**src/rtl/nvsram_power_seq_pkg.sv**
```systemverilog
package nvsram_power_seq_pkg;

  // Strobes issued by the control FSM to the datapath.
  typedef struct packed {
    logic loadTimer;
  } seqStrobe_t;

endpackage

```
**src/rtl/nvsram_power_seq_dp.sv**
```systemverilog
module nvsram_power_seq_dp
  import nvsram_power_seq_pkg::*;
#(
  parameter int HOLDOFF     = 2500,
  parameter int SYNC_STAGES = 2
) (
  input  logic       clk,
  input  logic       rstN,
  input  logic       aboveSwitch,
  input  logic       aboveReset,
  input  seqStrobe_t strobe,
  output logic       switchSync,
  output logic       resetSync,
  output logic       timerBusy
);

  localparam int CW = $clog2(HOLDOFF + 1);
  localparam logic [CW-1:0] LOADV = CW'(HOLDOFF);

  logic [SYNC_STAGES-1:0] swChain;
  logic [SYNC_STAGES-1:0] rsChain;

  generate
    if (SYNC_STAGES == 1) begin : gSingle
      always_ff @(posedge clk or negedge rstN) begin
        if (!rstN) begin
          swChain <= '0;
          rsChain <= '0;
        end else begin
          swChain <= aboveSwitch;
          rsChain <= aboveReset;
        end
      end
    end else begin : gMulti
      always_ff @(posedge clk or negedge rstN) begin
        if (!rstN) begin
          swChain <= '0;
          rsChain <= '0;
        end else begin
          swChain <= {swChain[SYNC_STAGES-2:0], aboveSwitch};
          rsChain <= {rsChain[SYNC_STAGES-2:0], aboveReset};
        end
      end
    end
  endgenerate

  assign switchSync = swChain[SYNC_STAGES-1];
  assign resetSync  = rsChain[SYNC_STAGES-1];

  logic [CW-1:0] holdCnt;

  always_ff @(posedge clk or negedge rstN) begin
    if (!rstN) begin
      holdCnt <= '0;
    end else if (strobe.loadTimer) begin
      holdCnt <= LOADV;
    end else if (holdCnt != '0) begin
      holdCnt <= holdCnt - 1'b1;
    end
  end

  assign timerBusy = (holdCnt != '0);

  AST_TIMER_LOAD: assert property (@(posedge clk) disable iff (!rstN)
    strobe.loadTimer |=> timerBusy);
  AST_TIMER_NO_WRAP: assert property (@(posedge clk) disable iff (!rstN)
    (!timerBusy && !strobe.loadTimer) |=> !timerBusy);

endmodule

```
**src/rtl/nvsram_power_seq_ctrl.sv**
```systemverilog
module nvsram_power_seq_ctrl
  import nvsram_power_seq_pkg::*;
(
  input  logic       clk,
  input  logic       rstN,
  input  logic       switchSync,
  input  logic       resetSync,
  input  logic       timerBusy,
  output seqStrobe_t strobe,
  output logic       recallStart,
  output logic       storeInhibit,
  output logic       sramReady
);

  logic needRecall;
  logic launch;

  assign launch = needRecall && switchSync && resetSync;

  always_ff @(posedge clk or negedge rstN) begin
    if (!rstN) begin
      needRecall  <= 1'b1;
      recallStart <= 1'b0;
    end else begin
      recallStart <= launch;
      if (!resetSync)  needRecall <= 1'b1;
      else if (launch) needRecall <= 1'b0;
    end
  end

  always_comb begin
    strobe           = '0;
    strobe.loadTimer = launch;
  end

  assign storeInhibit = !switchSync;
  assign sramReady    = switchSync && !timerBusy;

  AST_RECALL_PULSE: assert property (@(posedge clk) disable iff (!rstN)
    recallStart |=> !recallStart);
  AST_RECALL_CLEARS: assert property (@(posedge clk) disable iff (!rstN)
    recallStart |-> !needRecall);
  AST_DEEP_ARMS: assert property (@(posedge clk) disable iff (!rstN)
    !resetSync |=> needRecall);
  AST_NO_SHALLOW_RECALL: assert property (@(posedge clk) disable iff (!rstN)
    (!needRecall && resetSync) |=> !recallStart);
  AST_READY_EXCL: assert property (@(posedge clk) disable iff (!rstN)
    sramReady |-> !storeInhibit);

endmodule

```
**src/rtl/nvsram_power_seq.sv**
```systemverilog
module nvsram_power_seq
  import nvsram_power_seq_pkg::*;
#(
  parameter int HOLDOFF     = 2500,
  parameter int SYNC_STAGES = 2
) (
  input  logic clk,
  input  logic rstN,
  input  logic aboveSwitch,
  input  logic aboveReset,
  output logic recallStart,
  output logic storeInhibit,
  output logic sramReady,
  output logic holdoffBusy
);

  seqStrobe_t strobe;
  logic       switchSync;
  logic       resetSync;
  logic       timerBusy;

  nvsram_power_seq_dp #(
    .HOLDOFF    (HOLDOFF),
    .SYNC_STAGES(SYNC_STAGES)
  ) uDp (
    .clk        (clk),
    .rstN       (rstN),
    .aboveSwitch(aboveSwitch),
    .aboveReset (aboveReset),
    .strobe     (strobe),
    .switchSync (switchSync),
    .resetSync  (resetSync),
    .timerBusy  (timerBusy)
  );

  nvsram_power_seq_ctrl uCtrl (
    .clk         (clk),
    .rstN        (rstN),
    .switchSync  (switchSync),
    .resetSync   (resetSync),
    .timerBusy   (timerBusy),
    .strobe      (strobe),
    .recallStart (recallStart),
    .storeInhibit(storeInhibit),
    .sramReady   (sramReady)
  );

  assign holdoffBusy = timerBusy;

  AST_RECALL_BUSY: assert property (@(posedge clk) disable iff (!rstN)
    recallStart |-> holdoffBusy);
  AST_BUSY_NOT_READY: assert property (@(posedge clk) disable iff (!rstN)
    holdoffBusy |-> !sramReady);

endmodule

```
**config.mk**
```make
export PLATFORM = sky130hd
export DESIGN_NAME = nvsram_power_seq
export DESIGN_NICKNAME = d
export VERILOG_FILES = /design/src/rtl/nvsram_power_seq_pkg.sv /design/src/rtl/nvsram_power_seq_dp.sv /design/src/rtl/nvsram_power_seq_ctrl.sv /design/src/rtl/nvsram_power_seq.sv
export SDC_FILE = /design/constraint.sdc
export NUM_CORES = 1
export LEC_CHECK = 0
export ABC_AREA = 1
export CAP_MARGIN = 20
export CORE_MARGIN = 4
export CORE_UTILIZATION = 47
export CTS_BUF_LIST = sky130_fd_sc_hd__clkbuf_8
export CTS_CLUSTER_SIZE = 30
export DETAILED_ROUTE_END_ITERATION = 8
export GPL_TIMING_DRIVEN = 0
export HOLD_SLACK_MARGIN = 0.08
export PLACE_DENSITY = 0.67
export SYNTH_ARGS = -nofsm -noshare
export SYNTH_HDL_FRONTEND = slang
export SYNTH_HIERARCHICAL = 1
export SYNTH_SLANG_ARGS = --single-unit
```
**constraint.sdc**
```tcl
create_clock -name clk -period 2.1 [get_ports clk]
set_input_delay 0.315 -clock clk [delete_from_list [all_inputs] [get_ports clk]]
set_output_delay 0.315 -clock clk [all_outputs]
set_load 0.005 [all_outputs]
```
=== Word level (Yosys, flattened, before mapping) ===
Cells that the tools add are included.

* Register bits: 18
* Input bits: 4
* Output and inout bits: 4
* Word-level logic and storage cells: 18

* $add $sub $neg: 1
* Equality and inequality tests: 1
* Multiplexer cells: 4
* Reductions and logical operators: 7

{| class="wikitable"
|+ Operators with widths
! cell !! count
|-
| two-way mux 12 bit || 2
|-
| nonzero test 12 bit || 1
|-
| subtractor 12 x 1 -> 12 bit (second input constant) || 1
|-
| logical AND 1 bit || 3
|-
| zero test 1 bit || 2
|-
| two-way mux 1 bit || 2
|-
| != test 2 x 1 -> 1 bit (second input constant) || 1
|-
| nonzero test 2 bit || 1
|}

=== Longest topological paths before layout ===
Gate-level depths: netlist (run 1).

* Depth in word-level cells: 4
* Gate-level depth with buffers: 8
* Mapped depth without buffers: 8

=== By module ===
Netlist (run 1), hierarchy kept.

{| class="wikitable"
|+ By module, submodules not included
! module !! instances !! cells an instance !! area an instance (um2) !! sequential area each (um2)
|-
| nvsram_power_seq_dp || 1 || 119 || 910.9 || 400.4
|-
| nvsram_power_seq_ctrl || 1 || 8 || 73.8 || 51.3
|}

=== Worst setup path before layout (run 1) ===
OpenSTA, ideal clock, no wires.

* Path type: register to output
* Start: register uDp.holdCnt[0]
* End: output port sramReady
* Data arrival time: 1276 ps
* Required time: 1785 ps
* Setup slack: 509 ps
* Stages on the path, launching flop included: 8
* Buffers on the path: 0
* Cells stage by stage: dfrtp_1 inv_1 ha_1 inv_1 nor2_1 nand3_1 or2_1 nor2_1

* Cells in the longest elaborated chain, start to end: 3

{| class="wikitable"
|+ RTL lines
! what !! line !! RTL
|-
| from (decl) || nvsram_power_seq_dp.sv:50 || <nowiki>logic [CW-1:0] holdCnt;</nowiki>
|-
| from (signal assigned) || nvsram_power_seq_dp.sv:58 || <nowiki>holdCnt <= holdCnt - 1'b1;</nowiki>
|-
| nonzero test 12 bit || nvsram_power_seq_dp.sv:62 || <nowiki>assign timerBusy = (holdCnt != '0);</nowiki>
|-
| named net holdoffBusy || nvsram_power_seq.sv:14 || <nowiki>output logic holdoffBusy</nowiki>
|-
| zero test 1 bit || nvsram_power_seq_ctrl.sv:37 || <nowiki>assign sramReady = switchSync && !timerBusy;</nowiki>
|-
| logical AND 1 bit || nvsram_power_seq_ctrl.sv:37 ||
|-
| to (decl) || nvsram_power_seq.sv:13 || <nowiki>output logic sramReady,</nowiki>
|}

The timed path passes the listed nets, and every way through them passes these cells.

=== Final worst setup path (run 1) ===
* Start: register uDp.holdCnt[0]
* End: output port holdoffBusy

* Cells in the longest elaborated chain, start to end: 1

{| class="wikitable"
|+ RTL lines
! what !! line
|-
| nonzero test 12 bit || nvsram_power_seq_dp.sv:62
|-
| to (decl) || nvsram_power_seq.sv:14
|}

Every way passes these cells.

==> impl_metrics.tcl, run 1 <==
set metrics [dict create \
    async_reset_ff_frac 1.00 \
    die_y_um 53.8 \
    overflow 0 \
    tritoncts "built" \
    antenna_found_initial 0 \
    via_per_inst 4.99 \
    die_area_um2 2890 \
    finalCriticalPeriod_ns 1.97 \
    yosysUniqueCellTypes 23 \
    end_kind "output pin" \
    cts_inserted_buffers 3 \
    io_pins 8 \
    worst-endpoint-required_ns 1.78 \
    routedWlPerCell_um 11.9 \
    pre_cts_slack_ns -0.0927 \
    ys_top_cells_by_area "dfrtp_1 (43%), nand2_1 (10%), nor2_1 (8.4%)" \
    yosysWarnings 6 \
    clk_path_buf_depth 2 \
    place_hpwl_um 1530 \
    fin_nets 149 \
    p_leak_uw 0.000595 \
    status "complete, no violations" \
    first_global_vias 771 \
    clk-insertion-delay-late_ns 0.25 \
    gp_congestion 0.848 \
    ys.flop_type "dfrtp_1" \
    hp-class "reg2reg" \
    worst-setup-path-type "reg2out" \
    syn-cell-area_um2 985 \
    critPathLaunchType "flip-flop" \
    drc 0 \
    htreeDepth 1 \
    final_layout_size_suffix_gt1_frac 0.204 \
    seq_area_frac_synth 0.459 \
    drt_first_pass_iters 4 \
    num_rows 16 \
    yosysTopAreaCell "dfrtp_1" \
    drtAntennaViolNets 0 \
    clkTransAtPathRegs_ns 0.07 \
    fin_ws_ns 0.125 \
    finClkSkew_ns 0.000707 \
    n_antenna_cell 0 \
    critical_path_arrival_ns 1.66 \
    peakVddDrop_mv 0.558 \
    synth_commonest_cells "nand2_1 (27), nor2_1 (22), inv_1 (19), dfrtp_1 (17), nand3_1 (11)" \
    vias 843 \
    grt_use_total 0.170 \
    core_um2 1980 \
    io_buffers 7 \
    cp_max_fo 3 \
    ys_ff_latch 18 \
    hold_viol 0 \
    period_share 0.940 \
    initial_core_util 0.497 \
    fmax_ghz 0.506 \
    report.final.slew_viol_count 0 \
    cap_violations 0 \
    relSlewSlack 0.461 \
    synth_fp_nets 133 \
    setup_viol 0 \
    synth.avg_cell_area_um2 7.75 \
    yosysTopAreaCellShare 0.432 \
    synth_cells 127 \
    yosysMostFrequentCell "nand2_1" \
    drt_iter0_drc 27 \
    die-width_um 53.8 \
    finalSetupTns_ns 0 \
    clockRootBuffer "clkbuf_8" \
    wirelength_um 2020 \
    syn_to_final_growth_pct 18.8 \
    fill_cells 169 \
    synth_edf_count 0 \
    grt_start_max_net_pins 19 \
    cts_sinks 18 \
    grt_pass1_wl_um 3430 \
    worst_slew_pin_slew_ns 0.805 \
    p_per_area_nw_per_um2 986 \
    rsz0062_at_grt "no" \
]
==> cell usage in the layout (no fill, tap or decap) <==
cell / count
clkbuf_2: 1
dfstp_2: 1
nor2_1: 21
nor2_4: 3
ha_1: 2
dlygate4sd2_1: 1
or2_1: 1
clkbuf_8: 4
buf_2: 1
nor3_2: 1
inv_2: 6
nand2_1: 27
nor3_1: 1
buf_4: 4
nand2_2: 1
nor3_4: 1
a21oi_1: 3
nor2_2: 4
clkinv_1: 1
clkdlybuf4s50_1: 5
inv_1: 16
nand3_2: 1
nand3b_1: 1
nand3_1: 11
nand4_1: 5
dfrtp_1: 17
and3_1: 1
nand2_4: 1
==> worst max-delay path, stage by stage (launching register included) <==
cell           delay (ns)
dfrtp_1              0.40
inv_2                0.08
ha_1                 0.16
inv_2                0.06
nor2_2               0.10
nand3_1              0.10
or2_1                0.25
dlygate4sd2_1        0.26
==> final cells by class <==
| class | instances | area [µm²] | area share |
|---|---|---|---|
| well taps | 27 | 33.8 | 0.0289 |
| clock buffers | 4 | 55.1 | 0.0471 |
| inverters | 23 | 86.3 | 0.0738 |
| plain buffers | 1 | 5.00 | 0.00428 |
| repair buffers | 11 | 93.8 | 0.0802 |
| multi-input cells | 85 | 444 | 0.380 |
| flip-flops and latches | 18 | 452 | 0.386 |
==> power by group <==
part           switching [µW]  leakage, µW  internal [µW]
clock network             111    0.0000288            166
logic                     237     0.000358            141
registers                82.3     0.000208            416
total                     430     0.000595            723
==> flip-flops by register name (all words and copies together), names as in the netlist <==
name / count
uCtrl/needRecall: 1
uDp/swChain: 2
uDp/rsChain: 2
uCtrl/recallStart: 1
uDp/holdCnt: 12
==> through the flow <==
step / std cells / utilization / area (µm²) / hold slack (ns) / total power [µW]
2_1_floorplan: 127 / - / 985 / 0.0194 / 768
3_3_place_gp: 161 / 0.549 / 1090 / 0.334 / 835
3_5_place_dp: 161 / 0.549 / 1090 / 0.337 / 854
4_1_cts: 168 / 0.588 / 1170 / 0.353 / 1160
5_1_grt: 169 / 0.590 / 1170 / 0.368 / 1240
6_report: 169 / 0.590 / 1170 / 0.358 / 1150
==> logic make-up (layout without fill, tap and decap cells) <==
family,Yosys count,after routing,share of synthesized area
AOI/OAI and AO/OA,3,3,0.0152
buffers and inverters,24,39,0.0927
and+or+nand+nor,80,80,0.408
adders and majority gates,2,2,0.0254
DFF,18,18,0.459
==> worst paths after layout <==
kind,to,cells past startpoint,slack (ns),start
setup / recovery,holdoffBusy,7,0.13,uDp/holdCnt[0]$_DFFE_PN0P_
hold / removal,uDp/rsChain[1]$_DFF_PN0_,0,0.36,uDp/rsChain[0]$_DFF_PN0_
setup reg to reg,uDp/holdCnt[9]$_DFFE_PN0P_,7,0.55,uCtrl/needRecall$_DFFE_PN1P_
hold reg to reg,uDp/rsChain[1]$_DFF_PN0_,0,0.36,uDp/rsChain[0]$_DFF_PN0_
max in group asynchronous,uDp/holdCnt[5]$_DFFE_PN0P_,1,1.07,rstN
min in group asynchronous,uDp/holdCnt[11]$_DFFE_PN0P_,1,0.53,rstN
==> metal layers <==
layer	vias up	routed length, µm	share of wire	global-route usage
met5	-	0	0	0
met4	0	23	0.011	0.106
met3	2	53	0.026	0.0388
met2	13	1040	0.51	0.270
met1	404	901	0.45	0.208
li1	424	-	-	-
==> timing repair <==
action                                  4_1_cts  5_1_grt
pin swaps                                     1        2
endpoints found under the setup margin        2        2
buffers inserted                              3        1
hold buffers                                  0        0
gates resized for setup                       5        3
gates cloned                                  0        0
endpoints found under the hold margin         0        0
No activity file was read; power rests on OpenSTA's default activity.
==> run 2, diff against run 1 <==
Settings changed: CORE_UTILIZATION 47 to 43, PLACE_DENSITY 0.67 to not set.
==> run 2 against run 1 <==
Critical path depth unchanged. Sequential power about the same. Non-clock buffer count up 2. Utilization down 4.7 points. Clock skew up 0.0026 ns. Die area up 7.9%. Total power down 0.96%. Highest routed layer unchanged. Sequential share of layout area down 0.69 points. Combinational power down 1%. First-iteration DRC count down 11%.
==> impl_metrics.tcl, run 2 (synthesis results as in run 1) <==
set metrics [dict create \
    place_hpwl_um 1390 \
    tritoncts "built" \
    fin_nets 151 \
    p_leak_uw 0.000606 \
    placed_cell_area_um2 1090 \
    report.final.slew_viol_count 0 \
    slowest_stage "dfrtp_1" \
    routedWlPerCell_um 10.5 \
    relSlewSlack 0.478 \
    critPathTopFamily "simple AND/OR/NAND/NOR gates" \
    grt_pass1_wl_um 3290 \
    clkTransAtPathRegs_ns 0.06 \
    cp_max_fo 3 \
    clk-insertion-delay-late_ns 0.25 \
    largest_register_ffs 12 \
    num_rows 17 \
    fin_ws_ns 0.138 \
    status "complete, no violations" \
    reg_top3 "uDp/holdCnt (12), uDp/rsChain (2), uDp/swChain (2)" \
    initial_core_util 0.449 \
    critPathLaunchType "flip-flop" \
    via_per_inst 4.75 \
    layout_common_cells "nand2_1 (27), nor2_1 (21), dfrtp_1 (17), inv_1 (17), nand3_1 (10)" \
    die_y_um 55.9 \
    worst-setup-path-type "reg2out" \
    clk_path_buf_depth 2 \
    hp-class "reg2reg" \
    p_total_uw 1140 \
    finalCriticalPeriod_ns 1.96 \
    grt_use_total 0.131 \
    gp_congestion 0.845 \
    peakVddDrop_mv 0.525 \
    overflow 0 \
    htreeDepth 1 \
    syn_to_final_growth_pct 21.0 \
    io_pins 8 \
    die-width_um 55.9 \
    antenna_found_initial 0 \
    crit_buf_inv 3 \
    crit_chain "inv_2, ha_1, inv_1, nor2_2, nand3_2, or2_1, dlygate4sd2_1" \
    cts_inserted_buffers 3 \
    grt_start_max_net_pins 19 \
    period_share 0.934 \
    drtAntennaViolNets 0 \
    fin_area_um2 1190 \
    die_area_um2 3120 \
    worst_slew_pin_slew_ns 0.780 \
    critical_path_arrival_ns 1.65 \
    setup_viol 0 \
    io_buffers 7 \
    cpPeakStageDelay_ns 0.39 \
    first_global_vias 760 \
    cts_sinks 18 \
    drt_iter0_drc 24 \
    vias 817 \
    end_kind "output pin" \
    pre_cts_slack_ns -0.0501 \
    rsz0062_at_grt "no" \
    core_um2 2190 \
    n_antenna_cell 0 \
    hold_viol 0 \
    fmax_ghz 0.510 \
    top_register "uDp/holdCnt" \
    final_layout_size_suffix_gt1_frac 0.215 \
    finalSetupTns_ns 0 \
    clockRootBuffer "clkbuf_8" \
    worst-endpoint-required_ns 1.78 \
    cap_violations 0 \
    wirelength_um 1810 \
    final_common_cell "nand2_1" \
    finClkSkew_ns 0.00332 \
    drc 0 \
    p_per_area_nw_per_um2 959 \
    drt_first_pass_iters 4 \
]
[run 2: changes by cell type in the layout (fill, tap and decap cells not counted), sizes merged]
cell and change:
buf +2
[run 2: final timing paths]
kind / startpoint / endpoint / slack, ns / depth (start not counted)
setup / recovery: uDp/holdCnt[0]$_DFFE_PN0P_ / holdoffBusy / 0.14 / 7
hold / removal: uDp/rsChain[0]$_DFF_PN0_ / uDp/rsChain[1]$_DFF_PN0_ / 0.35 / 0
setup reg to reg: uCtrl/needRecall$_DFFE_PN1P_ / uDp/holdCnt[9]$_DFFE_PN0P_ / 0.54 / 7
hold reg to reg: uDp/rsChain[0]$_DFF_PN0_ / uDp/rsChain[1]$_DFF_PN0_ / 0.35 / 0
max in group asynchronous: rstN / uDp/holdCnt[10]$_DFFE_PN0P_ / 1.09 / 1
min in group asynchronous: rstN / uDp/holdCnt[3]$_DFFE_PN0P_ / 0.52 / 1
[run 2: final cells by class]
type | count | area, µm²
inverters | 23 | 86.3
well taps | 28 | 35.0
multi-input cells | 85 | 449
fillers | 195 | 1000
repair buffers | 13 | 109
flip-flops and latches | 18 | 452
plain buffers | 1 | 5.00
clock buffers | 4 | 55.1
[run 2: worst reg2reg max path: cells and delay by family, from the launching register on]
family / cells / cell delay (ns)
buffers and inverters: 3 / 0.52
DFF: 1 / 0.53
and+or+nand+nor: 4 / 0.45
[run 2: what timing repair did]
| item | in CTS | in global routing |
|---|---|---|
| gates resized for setup | 5 | 3 |
| pin swaps | 1 | 3 |
| endpoints found under the setup margin | 2 | 2 |
| hold buffers | 0 | 0 |
| buffers inserted | 3 | 3 |
[run 2: routing by layer]
layer	share of wire	up-vias	global-route usage	wire [µm]
li1	-	428	-	-
met2	0.47	12	0.203	847
met4	0.0066	0	0.0305	12
met3	0.040	2	0.0371	72
met1	0.48	375	0.183	876
met5	0	-	0	0
[run 2: stage by stage]
stage | util | std cells | hold WS [ns]
6_report | 0.544 | 172 | 0.348
5_1_grt | 0.544 | 172 | 0.362
4_1_cts | 0.533 | 169 | 0.350
3_5_place_dp | 0.497 | 162 | 0.335
3_3_place_gp | 0.497 | 162 | 0.333
2_1_floorplan | - | 127 | 0.0194
[run 2: report_power, final]
group          switching (µW)  leakage, µW  internal (µW)
Sequential               79.1     0.000208            416
Combinational             230     0.000369            143
Clock                     108    0.0000288            166
Total                     417     0.000606            725
==> run 3, diff against run 2 <==
--- a/config.mk
+++ b/config.mk
@@ -9,5 +9,5 @@
 export CAP_MARGIN = 20
 export CORE_MARGIN = 4
-export CORE_UTILIZATION = 43
+export CORE_UTILIZATION = 45
 export CTS_BUF_LIST = sky130_fd_sc_hd__clkbuf_8
 export CTS_CLUSTER_SIZE = 30
==> constraint.sdc (replaced) <==
create_clock -name clk -period 2.1 [get_ports clk]
set_input_delay 0.315 -clock clk [delete_from_list [all_inputs] [get_ports clk]]
set_output_delay 0.315 -clock clk [all_outputs]
set_load 0.02 [all_outputs]
==> run 3 against run 2 <==
Clock power hardly changed. Sequential share of layout area is 0.90 points higher. Global-route usage is 1.5 points higher. Via count is 2.3% lower. Routed wire length is 1.8% higher. Worst hold slack better by 0.0048 ns. Critical path depth is 1 higher. Clock skew hardly changed. Combinational power is 5% lower. Sequential power is 0.8% higher. Critical path type unchanged. Critical endpoint is now sramReady.
==> impl_metrics.tcl, run 3 (synthesis results as in run 1) <==
set metrics [dict create \
    use_met2 0.224 \
    drt_iter0_drc 12 \
    critical_path_arrival_ns 1.67 \
    vias 798 \
    final_common_cell "nand2_1" \
    clk_path_buf_depth 2 \
    tritoncts "built" \
    period_share 0.944 \
    finalSetupTns_ns 0 \
    report.final.slew_viol_count 0 \
    peakVddDrop_mv 0.476 \
    fin_nets 147 \
    overflow 0 \
    worst-r2r-setup-slack_ns 0.59 \
    setup_viol 0 \
    hold_depth 0 \
    p_leak_uw 0.000588 \
    cts_sinks 18 \
    crit_top_cell "inv_2" \
    antenna_found_initial 0 \
    busiest_layer "met2" \
    whs_endpoint "uDp/rsChain[1]$_DFF_PN0_" \
    drt_first_pass_iters 4 \
    hold_start "uDp/rsChain[0]$_DFF_PN0_" \
    cpPeakStageDelay_ns 0.41 \
    clkTransAtPathRegs_ns 0.07 \
    die-width_um 54.8 \
    core_um2 2020 \
    cp_max_fo 4 \
    relSlewSlack 0.474 \
    drtAntennaViolNets 0 \
    r2r_cells 7 \
    hp-class "reg2reg" \
    gp_congestion 0.792 \
    end_kind "output pin" \
    grt_use_met3 0.0245 \
    p_per_area_nw_per_um2 974 \
    worst-setup-path-type "reg2out" \
    syn_to_final_growth_pct 18.2 \
    clk-insertion-delay-late_ns 0.25 \
    reg2reg_from "uCtrl/needRecall$_DFFE_PN1P_" \
    cts_inserted_buffers 3 \
    initial_core_util 0.487 \
    num_rows 16 \
    grt_pass1_wl_um 3080 \
    die_area_um2 3000 \
    grt_use_total 0.146 \
    via_per_inst 4.78 \
    largest_register_ffs 12 \
    whs_ns 0.353 \
    io_buffers 7 \
    place_hpwl_um 1390 \
    fin_util 0.575 \
    grt_start_max_net_pins 19 \
    routedWlPerCell_um 11.0 \
    reg_top3 "uDp/holdCnt (12), uDp/rsChain (2), uDp/swChain (2)" \
    cap_violations 0 \
    slowest_stage "dfrtp_1" \
    worst-endpoint-required_ns 1.78 \
    status "complete, no violations" \
    hold_viol 0 \
    finalCriticalPeriod_ns 1.98 \
    drc 0 \
    final_layout_size_suffix_gt1_frac 0.207 \
    cts_hold_buf 0 \
    critPathLaunchType "flip-flop" \
    finClkSkew_ns 0.00344 \
    htreeDepth 1 \
    n_antenna_cell 0 \
    die_y_um 54.8 \
    fmax_ghz 0.505 \
    use_met1 0.201 \
    crit_chain "inv_2, ha_1, inv_2, nor2_4, nand3_2, or2_1, nor2_1, buf_4" \
    r2r-end "uDp/holdCnt[9]$_DFFE_PN0P_" \
    clockRootBuffer "clkbuf_8" \
    layout_common_cells "nand2_1 (27), nor2_1 (21), dfrtp_1 (17)" \
    io_pins 8 \
    wirelength_um 1840 \
    worst_slew_pin_slew_ns 0.787 \
    top_register "uDp/holdCnt" \
    first_global_vias 759 \
]
## run 3: changes by cell type in the layout (fill, tap and decap cells not counted), sizes merged
cell	delta
buf	-3
dlygate4sd2	-1
## run 3: worst max-delay path, delay by kind of cell (launching register included)
| kind | cells | cell delay, ns |
|---|---|---|
| adders and majority gates | 1 | 0.16 |
| buffers and inverters | 3 | 0.29 |
| and+or+nand+nor | 4 | 0.55 |
| DFF | 1 | 0.41 |
## run 3: layer usage
layer,wire [µm],part of all wire
met1,857,0.47
met2,926,0.50
met3,57,0.031
met4,0,0
met5,0,0
## run 3: area by class of cell
class	count	area, µm²
sequential	18	452
inverter	23	86.3
timing repair buffer	9	77.6
buffer	1	5.00
clock buffer	4	55.1
multi-input combinational	85	454
tap	27	33.8
fill	186	858
## run 3: worst max path at each step
stage                                     from     endpoint  slack (ns)
floorplan           uDp/holdCnt[0]$_DFFE_PN0P_    sramReady        0.24
global placement    uDp/holdCnt[0]$_DFFE_PN0P_    sramReady       -0.12
detailed placement  uDp/holdCnt[0]$_DFFE_PN0P_    sramReady       -0.14
CTS                 uDp/holdCnt[0]$_DFFE_PN0P_  holdoffBusy        0.02
global route        uDp/holdCnt[0]$_DFFE_PN0P_    sramReady      -0.001
finish              uDp/holdCnt[0]$_DFFE_PN0P_    sramReady        0.12
## run 3: what timing repair did
item                       in CTS  in global routing
setup endpoints to repair       2                  2
gates resized for setup         7                  7
pin swaps                       0                  1
buffers inserted                0                  2
## run 3: power by group
part	internal [µW]	switching (µW)	leakage [µW]
sequential	416	83.8	0.000208
clock	166	111	0.0000288
combinational	126	230	0.000351
total	708	425	0.000588
## run 3: per-stage QoR
step | area, µm² | instances | worst slack, ns | total power (µW)
after floorplan | 985 | 127 | 0.235 | 770
after global placement | 1090 | 161 | -0.122 | 842
after detailed placement | 1090 | 161 | -0.143 | 851
after CTS | 1140 | 165 | 0.0250 | 1140
after global routing | 1160 | 167 | -0.000977 | 1230
final | 1160 | 167 | 0.119 | 1130
